$ cat src/rtl/odc_pkg.sv
`timescale 1ns/1ps
package odc_pkg;

    typedef enum logic [1:0] {
        ST_IDLE = 2'd0,
        ST_ACK  = 2'd1,
        ST_DONE = 2'd2
    } stage_e;

    localparam logic [7:0] OP_NOP     = 8'h01;
    localparam logic [7:0] OP_SETLOC  = 8'h02;
    localparam logic [7:0] OP_PLAY    = 8'h03;
    localparam logic [7:0] OP_READ    = 8'h06;
    localparam logic [7:0] OP_STOP    = 8'h08;
    localparam logic [7:0] OP_PAUSE   = 8'h09;
    localparam logic [7:0] OP_INIT    = 8'h0A;
    localparam logic [7:0] OP_FILTER  = 8'h0D;
    localparam logic [7:0] OP_SETMODE = 8'h0E;
    localparam logic [7:0] OP_GETMODE = 8'h0F;
    localparam logic [7:0] OP_SEEK    = 8'h15;
    localparam logic [7:0] OP_IDENT   = 8'h1A;
    localparam logic [7:0] OP_RESET   = 8'h1C;
    localparam logic [7:0] OP_TOC     = 8'h1E;

    localparam logic [7:0] SB_MOTOR = 8'h02;
    localparam logic [7:0] SB_READ  = 8'h20;
    localparam logic [7:0] SB_SEEK  = 8'h40;
    localparam logic [7:0] SB_PLAY  = 8'h80;

    localparam logic [2:0] RT_DATA = 3'd1;
    localparam logic [2:0] RT_DONE = 3'd2;
    localparam logic [2:0] RT_ACK  = 3'd3;

    function automatic logic op_known(input logic [7:0] op);
        case (op)
            OP_NOP, OP_SETLOC, OP_PLAY, OP_READ, OP_STOP, OP_PAUSE, OP_INIT,
            OP_FILTER, OP_SETMODE, OP_GETMODE, OP_SEEK, OP_IDENT, OP_RESET,
            OP_TOC:  return 1'b1;
            default: return 1'b0;
        endcase
    endfunction

    function automatic logic [6:0] bcd2bin(input logic [7:0] b);
        return 7'(b[7:4]) * 7'd10 + 7'(b[3:0]);
    endfunction

endpackage

$ cat src/rtl/odc_arg_queue.sv
`timescale 1ns/1ps
module odc_arg_queue #(
    parameter int DEPTH = 16
) (
    input  logic       clk,
    input  logic       rst_n,
    input  logic       push,
    input  logic [7:0] din,
    input  logic       clr,
    output logic [7:0] arg0,
    output logic [7:0] arg1,
    output logic [7:0] arg2
);
    localparam int CW = $clog2(DEPTH + 1);

    logic [7:0]    ent_d [DEPTH];
    logic [7:0]    ent_q [DEPTH];
    logic [CW-1:0] cnt_d, cnt_q;

    always_comb begin
        ent_d = ent_q;
        cnt_d = cnt_q;
        if (clr) begin
            for (int i = 0; i < DEPTH; i++) ent_d[i] = '0;
            cnt_d = '0;
        end else if (push && cnt_q < CW'(DEPTH)) begin
            for (int i = 0; i < DEPTH; i++)
                if (CW'(i) == cnt_q) ent_d[i] = din;
            cnt_d = cnt_q + 1'b1;
        end
    end

    always_ff @(posedge clk) begin
        if (!rst_n) begin
            for (int i = 0; i < DEPTH; i++) ent_q[i] <= '0;
            cnt_q <= '0;
        end else begin
            ent_q <= ent_d;
            cnt_q <= cnt_d;
        end
    end

    assign arg0 = ent_q[0];
    assign arg1 = ent_q[1];
    assign arg2 = ent_q[2];

    a_r8_queue_bound: assert property (@(posedge clk) disable iff (!rst_n)
        cnt_q <= CW'(DEPTH));

    a_r8_clear_empties: assert property (@(posedge clk) disable iff (!rst_n)
        clr |=> (arg0 == 8'h00));

endmodule

$ cat src/rtl/odc_msf_counter.sv
`timescale 1ns/1ps
module odc_msf_counter #(
    parameter int FRAMES  = 75,
    parameter int SECONDS = 60,
    parameter int MINUTES = 100
) (
    input  logic       clk,
    input  logic       rst_n,
    input  logic       load,
    input  logic [6:0] ld_min,
    input  logic [5:0] ld_sec,
    input  logic [6:0] ld_frm,
    input  logic       step,
    output logic [6:0] min_o,
    output logic [5:0] sec_o,
    output logic [6:0] frm_o
);
    localparam logic [6:0] FRM_LAST = 7'(FRAMES - 1);
    localparam logic [5:0] SEC_LAST = 6'(SECONDS - 1);
    localparam logic [6:0] MIN_LAST = 7'(MINUTES - 1);

    logic [6:0] min_d, min_q, frm_d, frm_q;
    logic [5:0] sec_d, sec_q;

    always_comb begin
        min_d = min_q;
        sec_d = sec_q;
        frm_d = frm_q;
        if (load) begin
            min_d = ld_min;
            sec_d = ld_sec;
            frm_d = ld_frm;
        end else if (step) begin
            if (frm_q == FRM_LAST) begin
                frm_d = '0;
                if (sec_q == SEC_LAST) begin
                    sec_d = '0;
                    min_d = (min_q == MIN_LAST) ? '0 : min_q + 1'b1;
                end else begin
                    sec_d = sec_q + 1'b1;
                end
            end else begin
                frm_d = frm_q + 1'b1;
            end
        end
    end

    always_ff @(posedge clk) begin
        if (!rst_n) begin
            min_q <= '0;
            sec_q <= '0;
            frm_q <= '0;
        end else begin
            min_q <= min_d;
            sec_q <= sec_d;
            frm_q <= frm_d;
        end
    end

    assign min_o = min_q;
    assign sec_o = sec_q;
    assign frm_o = frm_q;

    a_r9_frame_wrap: assert property (@(posedge clk) disable iff (!rst_n)
        (step && !load && frm_o == FRM_LAST) |=> (frm_o == 7'd0));

    a_r9_second_carry: assert property (@(posedge clk) disable iff (!rst_n)
        (step && !load && frm_o == FRM_LAST && sec_o != SEC_LAST) |=> (sec_o == $past(sec_o) + 6'd1));

endmodule

$ cat src/rtl/odc_cmd_sequencer.sv
`timescale 1ns/1ps
module odc_cmd_sequencer
    import odc_pkg::*;
#(
    parameter int ACK_DELAY     = 32'h800,
    parameter int PAUSE_DELAY   = 32'h40000,
    parameter int READ_INTERVAL = 16384,
    parameter int ARG_DEPTH     = 16
) (
    input  logic       clk,
    input  logic       rst_n,
    input  logic       param_wr,
    input  logic [7:0] param_in,
    input  logic       cmd_wr,
    input  logic [7:0] cmd_in,
    input  logic       irq_mask_wr,
    input  logic [2:0] irq_mask_in,
    input  logic       irq_ack,
    input  logic       sector_eof,
    input  logic [2:0] resp_idx,
    output logic       busy_o,
    output logic [7:0] status_o,
    output logic       resp_valid_o,
    output logic [2:0] resp_type_o,
    output logic [2:0] resp_len_o,
    output logic [7:0] resp_byte_o,
    output logic       irq_o,
    output logic [6:0] msf_min_o,
    output logic [5:0] msf_sec_o,
    output logic [6:0] msf_frm_o
);
    localparam int TW = $clog2(PAUSE_DELAY + 1);
    localparam int RW = $clog2(READ_INTERVAL + 1);
    localparam logic [TW-1:0] ACK_LD   = TW'(ACK_DELAY - 1);
    localparam logic [TW-1:0] PAUSE_LD = TW'(PAUSE_DELAY - 1);
    localparam logic [RW-1:0] FULL_LD  = RW'(READ_INTERVAL - 1);
    localparam logic [RW-1:0] HALF_LD  = RW'(READ_INTERVAL / 2 - 1);

    typedef struct packed {
        stage_e          stage;
        logic [7:0]      cmd;
        logic [TW-1:0]   timer;
        logic [RW-1:0]   rtimer;
        logic [7:0]      status;
        logic [7:0]      mode;
        logic [7:0]      file;
        logic [7:0]      chan;
        logic [7:0]      a0;
        logic [7:0]      a1;
        logic [7:0]      a2;
        logic            rvalid;
        logic [2:0]      rtype;
        logic [2:0]      rlen;
        logic [47:0]     rbuf;
        logic [2:0]      mask;
    } seq_t;

    seq_t        d, q;
    logic        accept, cmd_fire, msf_load, msf_step;
    logic [7:0]  s;
    logic [RW-1:0] read_ld;
    logic [7:0]  arg0, arg1, arg2;

    odc_arg_queue #(.DEPTH(ARG_DEPTH)) u_args (
        .clk(clk), .rst_n(rst_n), .push(param_wr), .din(param_in), .clr(accept),
        .arg0(arg0), .arg1(arg1), .arg2(arg2)
    );

    odc_msf_counter u_msf (
        .clk(clk), .rst_n(rst_n), .load(msf_load),
        .ld_min(bcd2bin(q.a0)), .ld_sec(6'(bcd2bin(q.a1))), .ld_frm(bcd2bin(q.a2)),
        .step(msf_step), .min_o(msf_min_o), .sec_o(msf_sec_o), .frm_o(msf_frm_o)
    );

    always_comb begin
        d        = q;
        s        = q.status;
        msf_load = 1'b0;
        msf_step = 1'b0;
        cmd_fire = 1'b0;
        read_ld  = q.mode[7] ? HALF_LD : FULL_LD;
        accept   = cmd_wr && (q.stage != ST_ACK) && op_known(cmd_in);

        if (irq_ack)     d.rvalid = 1'b0;
        if (irq_mask_wr) d.mask   = irq_mask_in;

        if (accept) begin
            d.stage = ST_ACK;
            d.cmd   = cmd_in;
            d.timer = (cmd_in == OP_PAUSE) ? PAUSE_LD : ACK_LD;
            d.a0    = arg0;
            d.a1    = arg1;
            d.a2    = arg2;
        end else if (q.stage != ST_IDLE) begin
            if (q.timer != '0) begin
                d.timer = q.timer - 1'b1;
            end else if (!q.rvalid) begin
                cmd_fire = 1'b1;
                d.rvalid = 1'b1;
                d.rlen   = 3'd1;
                d.rtype  = RT_ACK;
                d.stage  = ST_IDLE;
                d.rbuf   = '0;
                if (q.stage == ST_DONE) begin
                    s = (q.status | SB_MOTOR) & ~SB_SEEK;
                    d.rtype = RT_DONE;
                    d.rbuf[7:0] = s;
                end else begin
                    case (q.cmd)
                        OP_SETLOC: begin
                            s = s | SB_MOTOR;
                            msf_load = 1'b1;
                            d.rbuf[7:0] = s;
                        end
                        OP_PLAY: begin
                            s = s | SB_MOTOR;
                            d.rbuf[7:0] = s;
                            s = s | SB_PLAY;
                        end
                        OP_READ: begin
                            s = s | SB_MOTOR;
                            d.rbuf[7:0] = s;
                            s = s | SB_READ;
                            d.rtimer = read_ld;
                        end
                        OP_STOP: begin
                            s = s & ~(SB_MOTOR | SB_READ | SB_PLAY);
                            d.rbuf[7:0] = s;
                            d.rtype = RT_DONE;
                        end
                        OP_PAUSE: begin
                            d.rbuf[7:0] = s;
                            s = s & ~(SB_READ | SB_PLAY);
                            d.stage = ST_DONE;
                            d.timer = ACK_LD;
                        end
                        OP_INIT, OP_RESET: begin
                            s = SB_MOTOR;
                            d.rbuf[7:0] = s;
                            if (q.cmd == OP_INIT) begin
                                d.stage = ST_DONE;
                                d.timer = ACK_LD;
                            end
                        end
                        OP_SEEK, OP_IDENT, OP_TOC: begin
                            s = s | SB_MOTOR | ((q.cmd == OP_SEEK) ? SB_SEEK : 8'h00);
                            d.rbuf[7:0] = s;
                            d.stage = ST_DONE;
                            d.timer = ACK_LD;
                        end
                        OP_FILTER, OP_SETMODE, OP_GETMODE: begin
                            s = s | SB_MOTOR;
                            if (q.cmd == OP_FILTER) begin
                                d.file = q.a0;
                                d.chan = q.a1;
                            end
                            if (q.cmd == OP_SETMODE) d.mode = q.a0;
                            d.rbuf[7:0] = s;
                            if (q.cmd == OP_GETMODE) begin
                                d.rbuf[31:8] = {q.chan, q.file, q.mode};
                                d.rlen = 3'd6;
                            end
                        end
                        default: d.rbuf[7:0] = s;
                    endcase
                end
                d.status = s;
            end
        end

        if (!cmd_fire && q.status[5]) begin
            if (q.rtimer != '0) begin
                d.rtimer = q.rtimer - 1'b1;
            end else if (!q.rvalid) begin
                msf_step = 1'b1;
                d.rvalid = 1'b1;
                d.rtype  = RT_DATA;
                d.rlen   = 3'd1;
                d.rbuf   = {40'd0, q.status};
                d.rtimer = read_ld;
                if (sector_eof && q.mode[1]) d.status = q.status & ~SB_READ;
            end
        end
    end

    always_ff @(posedge clk) begin
        if (!rst_n) q <= '0;
        else        q <= d;
    end

    always_comb begin
        resp_byte_o = '0;
        for (int i = 0; i < 6; i++)
            if (resp_idx == 3'(i) && 3'(i) < q.rlen) resp_byte_o = q.rbuf[8*i +: 8];
    end

    assign busy_o       = (q.stage == ST_ACK);
    assign status_o     = q.status;
    assign resp_valid_o = q.rvalid;
    assign resp_type_o  = q.rtype;
    assign resp_len_o   = q.rlen;
    assign irq_o        = q.rvalid && ((q.rtype & q.mask) != 3'd0);

    a_r1_busy_drop_posts: assert property (@(posedge clk) disable iff (!rst_n)
        $fell(busy_o) |-> resp_valid_o);

    a_r3_busy_ignores: assert property (@(posedge clk) disable iff (!rst_n)
        (busy_o && cmd_wr) |=> $stable(q.cmd));

    a_r12_ack_releases: assert property (@(posedge clk) disable iff (!rst_n)
        (irq_ack && resp_valid_o) |=> !resp_valid_o);

    a_r9_read_needs_motor: assert property (@(posedge clk) disable iff (!rst_n)
        status_o[5] |-> status_o[1]);

    a_r6_done_clears_seek: assert property (@(posedge clk) disable iff (!rst_n)
        ($rose(resp_valid_o) && resp_type_o == RT_DONE) |-> !status_o[6]);

endmodule

$ cat config.mk
export PLATFORM = sky130hd
export DESIGN_NAME = odc_cmd_sequencer
export DESIGN_NICKNAME = d
export VERILOG_FILES = /design/src/rtl/odc_pkg.sv /design/src/rtl/odc_arg_queue.sv /design/src/rtl/odc_msf_counter.sv /design/src/rtl/odc_cmd_sequencer.sv
export SDC_FILE = /design/constraint.sdc
export NUM_CORES = 1
export LEC_CHECK = 0
export ABC_AREA = 1
export ABC_CLOCK_PERIOD_IN_PS = 3000
export BUFFER_PORTS_ARGS = -buffer_cell sky130_fd_sc_hd__buf_2
export CAP_MARGIN = 20
export CELL_PAD_IN_SITES_DETAIL_PLACEMENT = 0
export CELL_PAD_IN_SITES_GLOBAL_PLACEMENT = 1
export CORE_MARGIN = 2
export CORE_UTILIZATION = 44
export CTS_CLUSTER_DIAMETER = 60
export DETAILED_ROUTE_END_ITERATION = 12
export HOLD_SLACK_MARGIN = 0.05
export PLACE_DENSITY_LB_ADDON = 0.15
export SLEW_MARGIN = 0
export SYNTH_ARGS = -nofsm -noshare
export SYNTH_HDL_FRONTEND = slang
export SYNTH_SLANG_ARGS = --single-unit
$ cat constraint.sdc
create_clock -name clk -period 3 [get_ports clk]
set_input_delay 0.6 -clock clk [delete_from_list [all_inputs] [get_ports clk]]
set_output_delay 0.6 -clock clk [all_outputs]
set_load 0.005 [all_outputs]
==> flow_summary.yaml <==
outcome:
  status: "complete, no violations"
layout:
  drive_above_1_share_pct: 11.87
  fin_cells: 1941
  finish.utilization_pct: 51.14
  mostFrequentLayoutCells: "352 x nand2_1, 207 x dfxtp_1, 163 x inv_1"
  diodes: 0
  layout_commonest_cell: "nand2_1"
  nets: 1658
  area_delta_synth_final_pct: 14.47
setup_path:
  r2r_slack_ns: 0.48
  critPathBufInv: 3
  reg2reg_to: "u_msf.min_o[2]"
  required_ns: 2.40
  cp-end-kind: "output port"
  crit_path_top_delay_cell: "dfxtp_1"
  path_max_fanout: 10
  cp.arrival_ns: 2.19
  crit_chain: "inv_1, nand2_1, nand3_1, buf_4, o21ai_0, o2111ai_1, buf_2"
  crit_family: "buffers and inverters"
  worstSetupStartpointType: "flip-flop"
  startpoint: "resp_len_o[2]"
  reg2reg_from: "q[129]"
  critPathKind: "reg -> out"
  crit_cells: 7
  cp-endpoint: "resp_byte_o[5]"
  max_stage_delay_ns: 0.41
  reg2regPathDepth: 12
clock_network:
  cts_tree: "yes"
  clk_pin_slew_ns: 0.06
  htreeDepth: 1
  cts_sinks: 207
  post_cts_resized: 0
  clkLatencyLatePin_ns: 0.53
  cts-root-buf: "clkbuf_16"
  post-cts-setup-buffers: 0
  cts_buffers: 27
  postCtsHoldBufs: 0
  clockBufferDepth: 3
floorplan:
  start_util_pct: 44.67
  die_area_um2: 25810
  die-width_um: 160.7
  core-area_um2: 24180
  fp.dieH_um: 160.7
  io-pin-count: 74
  rows: 57
hold_path:
  hold_path_class: "in -> reg"
placed_design:
  place_hpwl_mm: 19.89
  dp_cells: 1891
  portBuffers: 73
  place_congestion: 0.9244
logic_synthesis:
  synth_nets: 1603
  ys_warn_count: 0
  synth_ff_type: "dfxtp_1"
  synth_xor_area_share_pct: 3.244
  synthMuxAreaShare_pct: 0
  synth_compound_area_share_pct: 15.29
  synthSimpleGateAreaFrac_pct: 29.16
  synth_edf_count: 0
  synthCells: 1541
  synth_top_area_share_pct: 38.37
  synthAdderAreaFrac_pct: 4.171
  async_reset_ff_share_pct: 0
  synth_area_um2: 10800
  yosys.area.top_type: "dfxtp_1"
  ys_top_cells_by_area: "dfxtp_1 38%, nand2_1 12%, a21oi_1 7.4%, inv_1 5.7%, nand3_1 5.2%"
  avgSynthCellArea_um2: 7.009
  ys_types: 45
  ys_seq_elements: 207
  synth_top_family_by_area: "simple AND/OR/NAND/NOR gates"
  yosysSeqAreaShare_pct: 38.37
sta:
  worst_pin_slew_ns: 0.6678
  rsz0062_at_grt: "no"
  finalMaxSlewViolations: 0
  slew_headroom_pct: 55.33
  finalSetupViolCount: 0
  holdWs_ns: 0.2976
  tns_ns: 0
  finalClockSkew_ns: 0.006525
  period_share_pct: 92.88
  period_needed_ns: 2.787
  max_freq_ghz: 0.3589
  hold_viol: 0
routing:
  vias_per_cell: 5.087
  num_vias: 9874
  routedWlPerCell_um: 14.16
  ant_nets: 0
  routed_wl_mm: 27.48
  firstDrtPassIters: 5
  drt-initial-drc-count: 647
  drc_errors: 0
power_and_ir_drop:
  power_density_nw_per_um2: 553.6
  peakVddDrop_v: 0.0004070
  p_leak_nw: 5.259
global_route:
  gr-total-overflow: 0
  grt_pass1_vias: 9299
  grt_pass1_wl_mm: 46.72
  antenna_found_initial: 1
  grt_max_degree: 47
  groute.usage.overall_pct: 21.37
flow_run:
  maxCapViolCount: 0
tightest hold or removal path: stages:
cell	delay (ns)
buf_2	0.08
nor2_1	0.03
nor2_1	0.08
cell type report:
cell class              instances  area, um2
fillers                      2493      11810
well taps                     324      405.4
repair buffers                105      605.6
clock buffers                  33      708.2
flip-flops and latches        207       4144
inverters                     170      638.1
clock inverters                17      252.7
multi-input cells            1085       5609
cell families after synthesis:
logic type      count (synthesis)
simple gates                  710
compound gates                302
buf+inv                       249
flops                         207
xor+xnor                       40
fa+ha+maj                      33
cell usage after synthesis (10+ instances only):
library cell,instances
xnor2_1,10
clkbuf_1,34
buf_4,16
nand4_1,43
nand3_1,113
inv_1,163
dfxtp_1,207
buf_2,18
nor3_1,28
nor2_1,139
ha_1,28
nand2_1,352
o21ai_0,90
a21oi_1,160
xor2_1,30
layer usage:
metal / vias to the layer above / share of wire [%] / GRT usage, %
met5: - / 0.040 / 0
met4: 2 / 1.6 / 4.382
met3: 37 / 4.8 / 2.660
met2: 210 / 43 / 34.11
met1: 4442 / 51 / 31.10
li1: 5183 / - / -
through the flow:
step	setup WS [ns]	total power, mW	instance area, um2
finish	0.2135	6.844	12360
global route	0.04691	7.116	12360
global placement	0.4819	3.471	11400
detailed placement	0.4383	3.471	11400
CTS	0.09491	6.922	12360
floorplan	0.8064	3.321	10800
state kept, by name (all words and copies together) (netlist names):
register      flops
status_o          8
u_args.arg1       8
resp_valid_o      1
u_msf.frm_o       7
u_args.arg2       8
q               143
u_msf.sec_o       6
u_args.cnt_q      5
resp_type_o       3
u_args.arg0       8
resp_len_o        3
u_msf.min_o       7
worst min-delay path by stage:
stage | startpoint | to | slack (ns) | cells past startpoint
5_1_grt | irq_mask_in[2] | q[2] | 0.32 | 3
4_1_cts | irq_mask_in[2] | q[2] | 0.29 | 3
2_1_floorplan | q[35] | q[35] | 0.42 | 2
3_3_place_gp | q[39] | q[39] | 0.42 | 2
6_report | irq_mask_in[2] | q[2] | 0.30 | 3
3_5_place_dp | q[42] | q[42] | 0.42 | 2
power by group:
group | switching, mW | leakage [nW] | internal, mW
clock network | 1.29 | 0.470 | 2.14
logic | 0.397 | 3.12 | 0.196
registers | 0.0320 | 1.67 | 2.79
total | 1.72 | 5.26 | 5.12
Power figures use the tool's default switching activity.
